File: src/rtl/burst_addr_gen_2d.sv
module burst_addr_gen_2d #(
  parameter int ADDR_W          = 32,
  parameter int LEN_W           = 24,
  parameter int BUS_BYTES       = 8,
  parameter int MAX_BURST_BYTES = 128,
  parameter bit ENABLE_2D       = 1'b1
) (
  input  logic                                          clk,
  input  logic                                          rst_n,
  input  logic                                          enable,
  input  logic                                          desc_valid,
  output logic                                          desc_ready,
  input  logic [ADDR_W-1:0]                             desc_base,
  input  logic [LEN_W-1:0]                              desc_xlen,
  input  logic [LEN_W-1:0]                              desc_ylen,
  input  logic [LEN_W-1:0]                              desc_stride,
  input  logic                                          desc_cyclic,
  output logic                                          burst_valid,
  input  logic                                          burst_ready,
  output logic [ADDR_W-1:0]                             burst_addr,
  output logic [$clog2(MAX_BURST_BYTES/BUS_BYTES)-1:0]  burst_beats,
  output logic                                          burst_last
);

  localparam int ALIGN_BITS = $clog2(BUS_BYTES);
  localparam int MAX_BEATS  = MAX_BURST_BYTES / BUS_BYTES;
  localparam int BEAT_W     = $clog2(MAX_BEATS);
  localparam int CNT_W      = LEN_W + 1;
  localparam logic [ADDR_W-1:0] ALIGN_MASK  = ADDR_W'(BUS_BYTES - 1);
  localparam logic [ADDR_W-1:0] MAX_STEP    = ADDR_W'(MAX_BURST_BYTES);
  localparam logic [CNT_W-1:0]  MAX_BEATS_C = CNT_W'(MAX_BEATS);

  logic              busy, held, cyc_q;
  logic [ADDR_W-1:0] base_q, stride_q, row_addr_q, cur_addr_q;
  logic [CNT_W-1:0]  row_beats_q, rem_q;
  logic [LEN_W-1:0]  rows_q, row_idx_q;

  logic [LEN_W-1:0]  rows_in;
  logic [CNT_W-1:0]  row_beats_in;
  logic [ADDR_W-1:0] base_in, stride_in;

  generate
    if (ENABLE_2D) begin : g_2d
      assign rows_in = desc_ylen;
    end else begin : g_1d
      assign rows_in = '0;
    end
  endgenerate

  assign row_beats_in = ({1'b0, desc_xlen} + 1'b1) >> ALIGN_BITS;
  assign base_in      = desc_base & ~ALIGN_MASK;
  assign stride_in    = ADDR_W'(desc_stride) & ~ALIGN_MASK;

  logic fits, last_row, take;
  logic [CNT_W-1:0] this_beats;

  assign desc_ready  = !busy && enable;
  assign burst_valid = busy && (enable || held);
  assign fits        = rem_q <= MAX_BEATS_C;
  assign this_beats  = fits ? rem_q : MAX_BEATS_C;
  assign burst_beats = BEAT_W'(this_beats - 1'b1);
  assign last_row    = row_idx_q == rows_q;
  assign burst_last  = last_row && fits;
  assign burst_addr  = cur_addr_q;
  assign take        = burst_valid && burst_ready;

  always_ff @(posedge clk) begin
    if (!rst_n) begin
      busy        <= 1'b0;
      held        <= 1'b0;
      cyc_q       <= 1'b0;
      base_q      <= '0;
      stride_q    <= '0;
      row_addr_q  <= '0;
      cur_addr_q  <= '0;
      row_beats_q <= '0;
      rem_q       <= '0;
      rows_q      <= '0;
      row_idx_q   <= '0;
    end else begin
      held <= burst_valid && !burst_ready;
      if (desc_valid && desc_ready) begin
        busy        <= 1'b1;
        cyc_q       <= desc_cyclic;
        base_q      <= base_in;
        stride_q    <= stride_in;
        row_beats_q <= row_beats_in;
        rows_q      <= rows_in;
        row_addr_q  <= base_in;
        cur_addr_q  <= base_in;
        rem_q       <= row_beats_in;
        row_idx_q   <= '0;
      end else if (take) begin
        if (!fits) begin
          cur_addr_q <= cur_addr_q + MAX_STEP;
          rem_q      <= rem_q - MAX_BEATS_C;
        end else if (!last_row) begin
          row_addr_q <= row_addr_q + stride_q;
          cur_addr_q <= row_addr_q + stride_q;
          rem_q      <= row_beats_q;
          row_idx_q  <= row_idx_q + 1'b1;
        end else if (cyc_q) begin
          row_addr_q <= base_q;
          cur_addr_q <= base_q;
          rem_q      <= row_beats_q;
          row_idx_q  <= '0;
        end else begin
          busy <= 1'b0;
        end
      end else if (busy && !burst_valid) begin
        busy <= 1'b0;
      end
    end
  end

  a_r3_aligned: assert property (@(posedge clk) disable iff (!rst_n)
    burst_valid |-> (burst_addr & ALIGN_MASK) == '0);

  a_r8_hold_stable: assert property (@(posedge clk) disable iff (!rst_n)
    burst_valid && !burst_ready |=> burst_valid && $stable(burst_addr) && $stable(burst_beats));

  a_r8_stop_after_disable: assert property (@(posedge clk) disable iff (!rst_n)
    !enable && !(burst_valid && !burst_ready) |=> !burst_valid);

  a_r9_no_desc_during_burst: assert property (@(posedge clk) disable iff (!rst_n)
    burst_valid |-> !desc_ready);

  a_r9_idle_after_last: assert property (@(posedge clk) disable iff (!rst_n)
    take && burst_last && !cyc_q |=> !burst_valid && (desc_ready == enable));

endmodule

File: config.mk
export PLATFORM = sky130hd
export DESIGN_NAME = burst_addr_gen_2d
export DESIGN_NICKNAME = d
export VERILOG_FILES = /design/src/rtl/burst_addr_gen_2d.sv
export SDC_FILE = /design/constraint.sdc
export NUM_CORES = 1
export LEC_CHECK = 0
export BUFFER_PORTS_ARGS = -buffer_cell sky130_fd_sc_hd__buf_2
export CORE_MARGIN = 8
export CORE_UTILIZATION = 44
export CTS_BUF_LIST = sky130_fd_sc_hd__clkbuf_4
export DETAILED_ROUTE_END_ITERATION = 10
export PLACE_DENSITY = 0.68
export SETUP_SLACK_MARGIN = 0.15
export SLEW_MARGIN = 40
export SYNTH_ARGS = -nofsm -noshare
export SYNTH_HDL_FRONTEND = slang
export SYNTH_SLANG_ARGS = --single-unit
File: constraint.sdc
create_clock -name clk -period 7.1 [get_ports clk]
set_clock_uncertainty 0.1 [all_clocks]
set_input_delay 1.42 -clock clk [delete_from_list [all_inputs] [get_ports clk]]
set_output_delay 1.42 -clock clk [all_outputs]
set_load 0.1 [all_outputs]
==> flow_summary.yaml <==
logic_synthesis:
  syn_inst: 1410
  yosys_register_bits: 212
  synth_area_mm2: 0.01087
  synth_edf_count: 0
  synth_nets: 1547
  ys.flop_type: "dfxtp_1"
  async_flop_share_pct: 0
  ys_warn_count: 0
  avgSynthCellArea_um2: 7.711
  synth-seq-area-share_pct: 39.03
  synthTopCellsByArea: "dfxtp_1 39%, nand2_1 9.0%, a21oi_1 7.6%"
  synth_top_area_share_pct: 39.03
  yosys.area.top_type: "dfxtp_1"
  synthDistinctLibCells: 71
clock_network:
  clock_path_buffers: 3
  clock-sinks: 212
  postCtsSetupRepairBufs: 0
  cts_buffers: 56
  cts_max_level: 2
  ctsHoldBuffers: 0
  clkTransAtPathRegs_ns: 0.07
  postCtsResizedCells: 0
  cts_tree: "built"
  clock_latency_ns: 0.67
  cts_root_buffer: "clkbuf_4"
floorplanning:
  fp.dieW_um: 173.2
  start_util_pct: 44.71
  rows: 57
  design.die.area_mm2: 0.03000
  core_area_mm2: 0.02432
  die_h_um: 173.2
  io_pins: 149
layout:
  final_cell_area_mm2: 0.01248
  n_fill_cell: 2417
  regArea_mm2: 0.004244
  area_growth_pct: 14.82
  fin_nets: 1680
  final_cell_count_no_fill: 1911
  post-route-util_pct: 51.34
  drive_gt1_share_pct: 16.83
  multi_input_area_mm2: 0.006269
placement:
  placed_cell_area_mm2: 0.01179
  place_hpwl_um: 21500
  numPortBuffers: 142
  place_ws_ns: 2.586
  dp_cells: 1809
  gp_congestion: 0.8681
worst_setup_path:
  worst_setup_path_end_kind: "output port"
  critPathKind: "register to output port"
  worstPathMaxFanout: 18
  critPathLaunchType: "register"
  required_ns: 5.58
  arrival_ns: 3.69
timing:
  setup_viol: 0
  tightest_slew_ns: 0.8395
  hold_viol: 0
  rsz0062_at_grt: "no"
  slew_headroom_pct: 44.04
  fmax_mhz: 191.9
  setup_slack_ns: 1.888
  period_share_pct: 73.41
  tns_ns: 0
  drv_slew: 0
  period_needed_ns: 5.212
route:
  vias: 10530
  drtIter0Drc: 726
  drcViolationCount: 0
  postRouteAntennaNets: 0
  vias_per_cell: 5.512
  wl_per_cell_um: 16.42
  wl_um: 31380
  firstDrtPassIters: 5
global_route:
  grt-busiest-layer: "met2"
  grt_overflow_total: 0
  groute.usage.overall_pct: 19.95
  grt_pass1_vias: 9811
  grt_antenna_before_repair: 5
  grt_pass1_wl_um: 50110
  grt_use_met1_pct: 25.52
  grtUsageMet2_pct: 32.14
  met3_usage_pct: 4.552
  grt_max_degree: 86
worst_hold_path:
  hold_class: "register to register"
flow_run:
  maxCapViolCount: 0
power:
  irDropWorstVdd_mv: 0.09536
  power_density_mw_per_mm2: 218.8
  p_leak_nw: 5.076
outcome:
  status: "complete, no violations"
critical path: stages (launching register included):
cell and delay (ns):
dfxtp_1 0.36, or4_4 0.57, or3_4 0.38, nor4_2 0.63, buf_4 0.36, nand2_1 0.10, xnor2_1 0.17, buf_2 0.46
report_power, final:
part / switching, W / leakage (nW) / internal, W / total, W
combinational: 0.000286 / 2.94 / 0.000141 / 0.000427
clock: 0.000498 / 0.408 / 0.000518 / 0.00102
sequential: 0.0000440 / 1.73 / 0.00124 / 0.00129
path summary, 6_finish.rpt:
| kind | slack [ns] | cells past startpoint | to | startpoint |
|---|---|---|---|---|
| setup / recovery | 1.89 | 7 | burst_beats[2] | rem_q[12] |
| hold / removal | 0.33 | 2 | row_addr_q[0] | row_addr_q[0] |
| setup reg to reg | 3.00 | 8 | row_idx_q[3] | rem_q[12] |
| hold reg to reg | 0.33 | 2 | row_addr_q[0] | row_addr_q[0] |
cell type report:
| type | count | area share, % |
|---|---|---|
| repair buffers | 154 | 6.444 |
| multi-input cells | 1099 | 50.21 |
| diodes | 1 | 0.02004 |
| inverters | 20 | 0.6113 |
| well taps | 324 | 3.247 |
| clock inverters | 21 | 0.6615 |
| clock buffers | 80 | 4.811 |
| flip-flops and latches | 212 | 33.99 |
cells in the mapped netlist, types with 8 or more instances:
cell type and n:
o21a_1 8, ha_1 26, nand4_1 18, and3_1 19
and2_1 9, o21ai_0 92, buf_1 13, xor2_1 43
xnor2_1 54, nand2_1 261, o22ai_1 14, buf_2 11
or3_1 10, nor4_1 13, a21o_1 9, a221oi_1 8
nand3_1 45, and4_1 10, mux2i_1 16, nor2_1 140
a31oi_1 18, a211oi_1 9, o211ai_1 8, inv_1 19
dfxtp_1 212, clkbuf_1 51, nor3_1 17, a21oi_1 165
kinds of logic after synthesis:
family                   Yosys count  share of synthesized area (%)
AO/OA/AOI/OAI                    382                          20.92
XOR/XNOR                          97                          7.814
adder cells (fa/ha/maj)           27                          3.176
buffers and inverters             99                          3.682
flip-flops                       212                          39.03
multiplexers                      17                          1.576
AND/OR/NAND/NOR                  576                          23.80
through the flow:
stage / hold WS [ns] / power (W)
CTS: 0.3308 / 0.002759
floorplan: 0.3080 / 0.001615
global route: 0.3604 / 0.002877
global placement: 0.3175 / 0.001729
detailed placement: 0.3204 / 0.001738
finish: 0.3275 / 0.002731
layer usage:
metal,up-vias,wire [µm]
met5,-,47
met3,67,2196
met1,4900,14010
li1,5240,-
met2,319,14180
met4,8,945
registers in the layout (all words and copies together), names as in the netlist, named ones only:
signal       count
row_addr_q      32
base_q          29
burst_addr      29
rem_q           25
row_idx_q       24
rows_q          24
row_beats_q     22
stride_q        21
busy             1
cyc_q            1
held             1
placed cells by master (no fill, tap or decap), types with 26 or more instances in the layout:
cell type | Yosys | final
ha_1 | 26 | 26
clkbuf_4 | 0 | 80
buf_2 | 11 | 142
a21oi_1 | 165 | 165
nand3_1 | 45 | 43
xnor2_1 | 54 | 54
o21ai_0 | 92 | 92
nand2_1 | 261 | 259
xor2_1 | 43 | 43
nor2_1 | 140 | 139
dfxtp_1 | 212 | 212
Note: power is estimated with default switching activity, not from simulation.
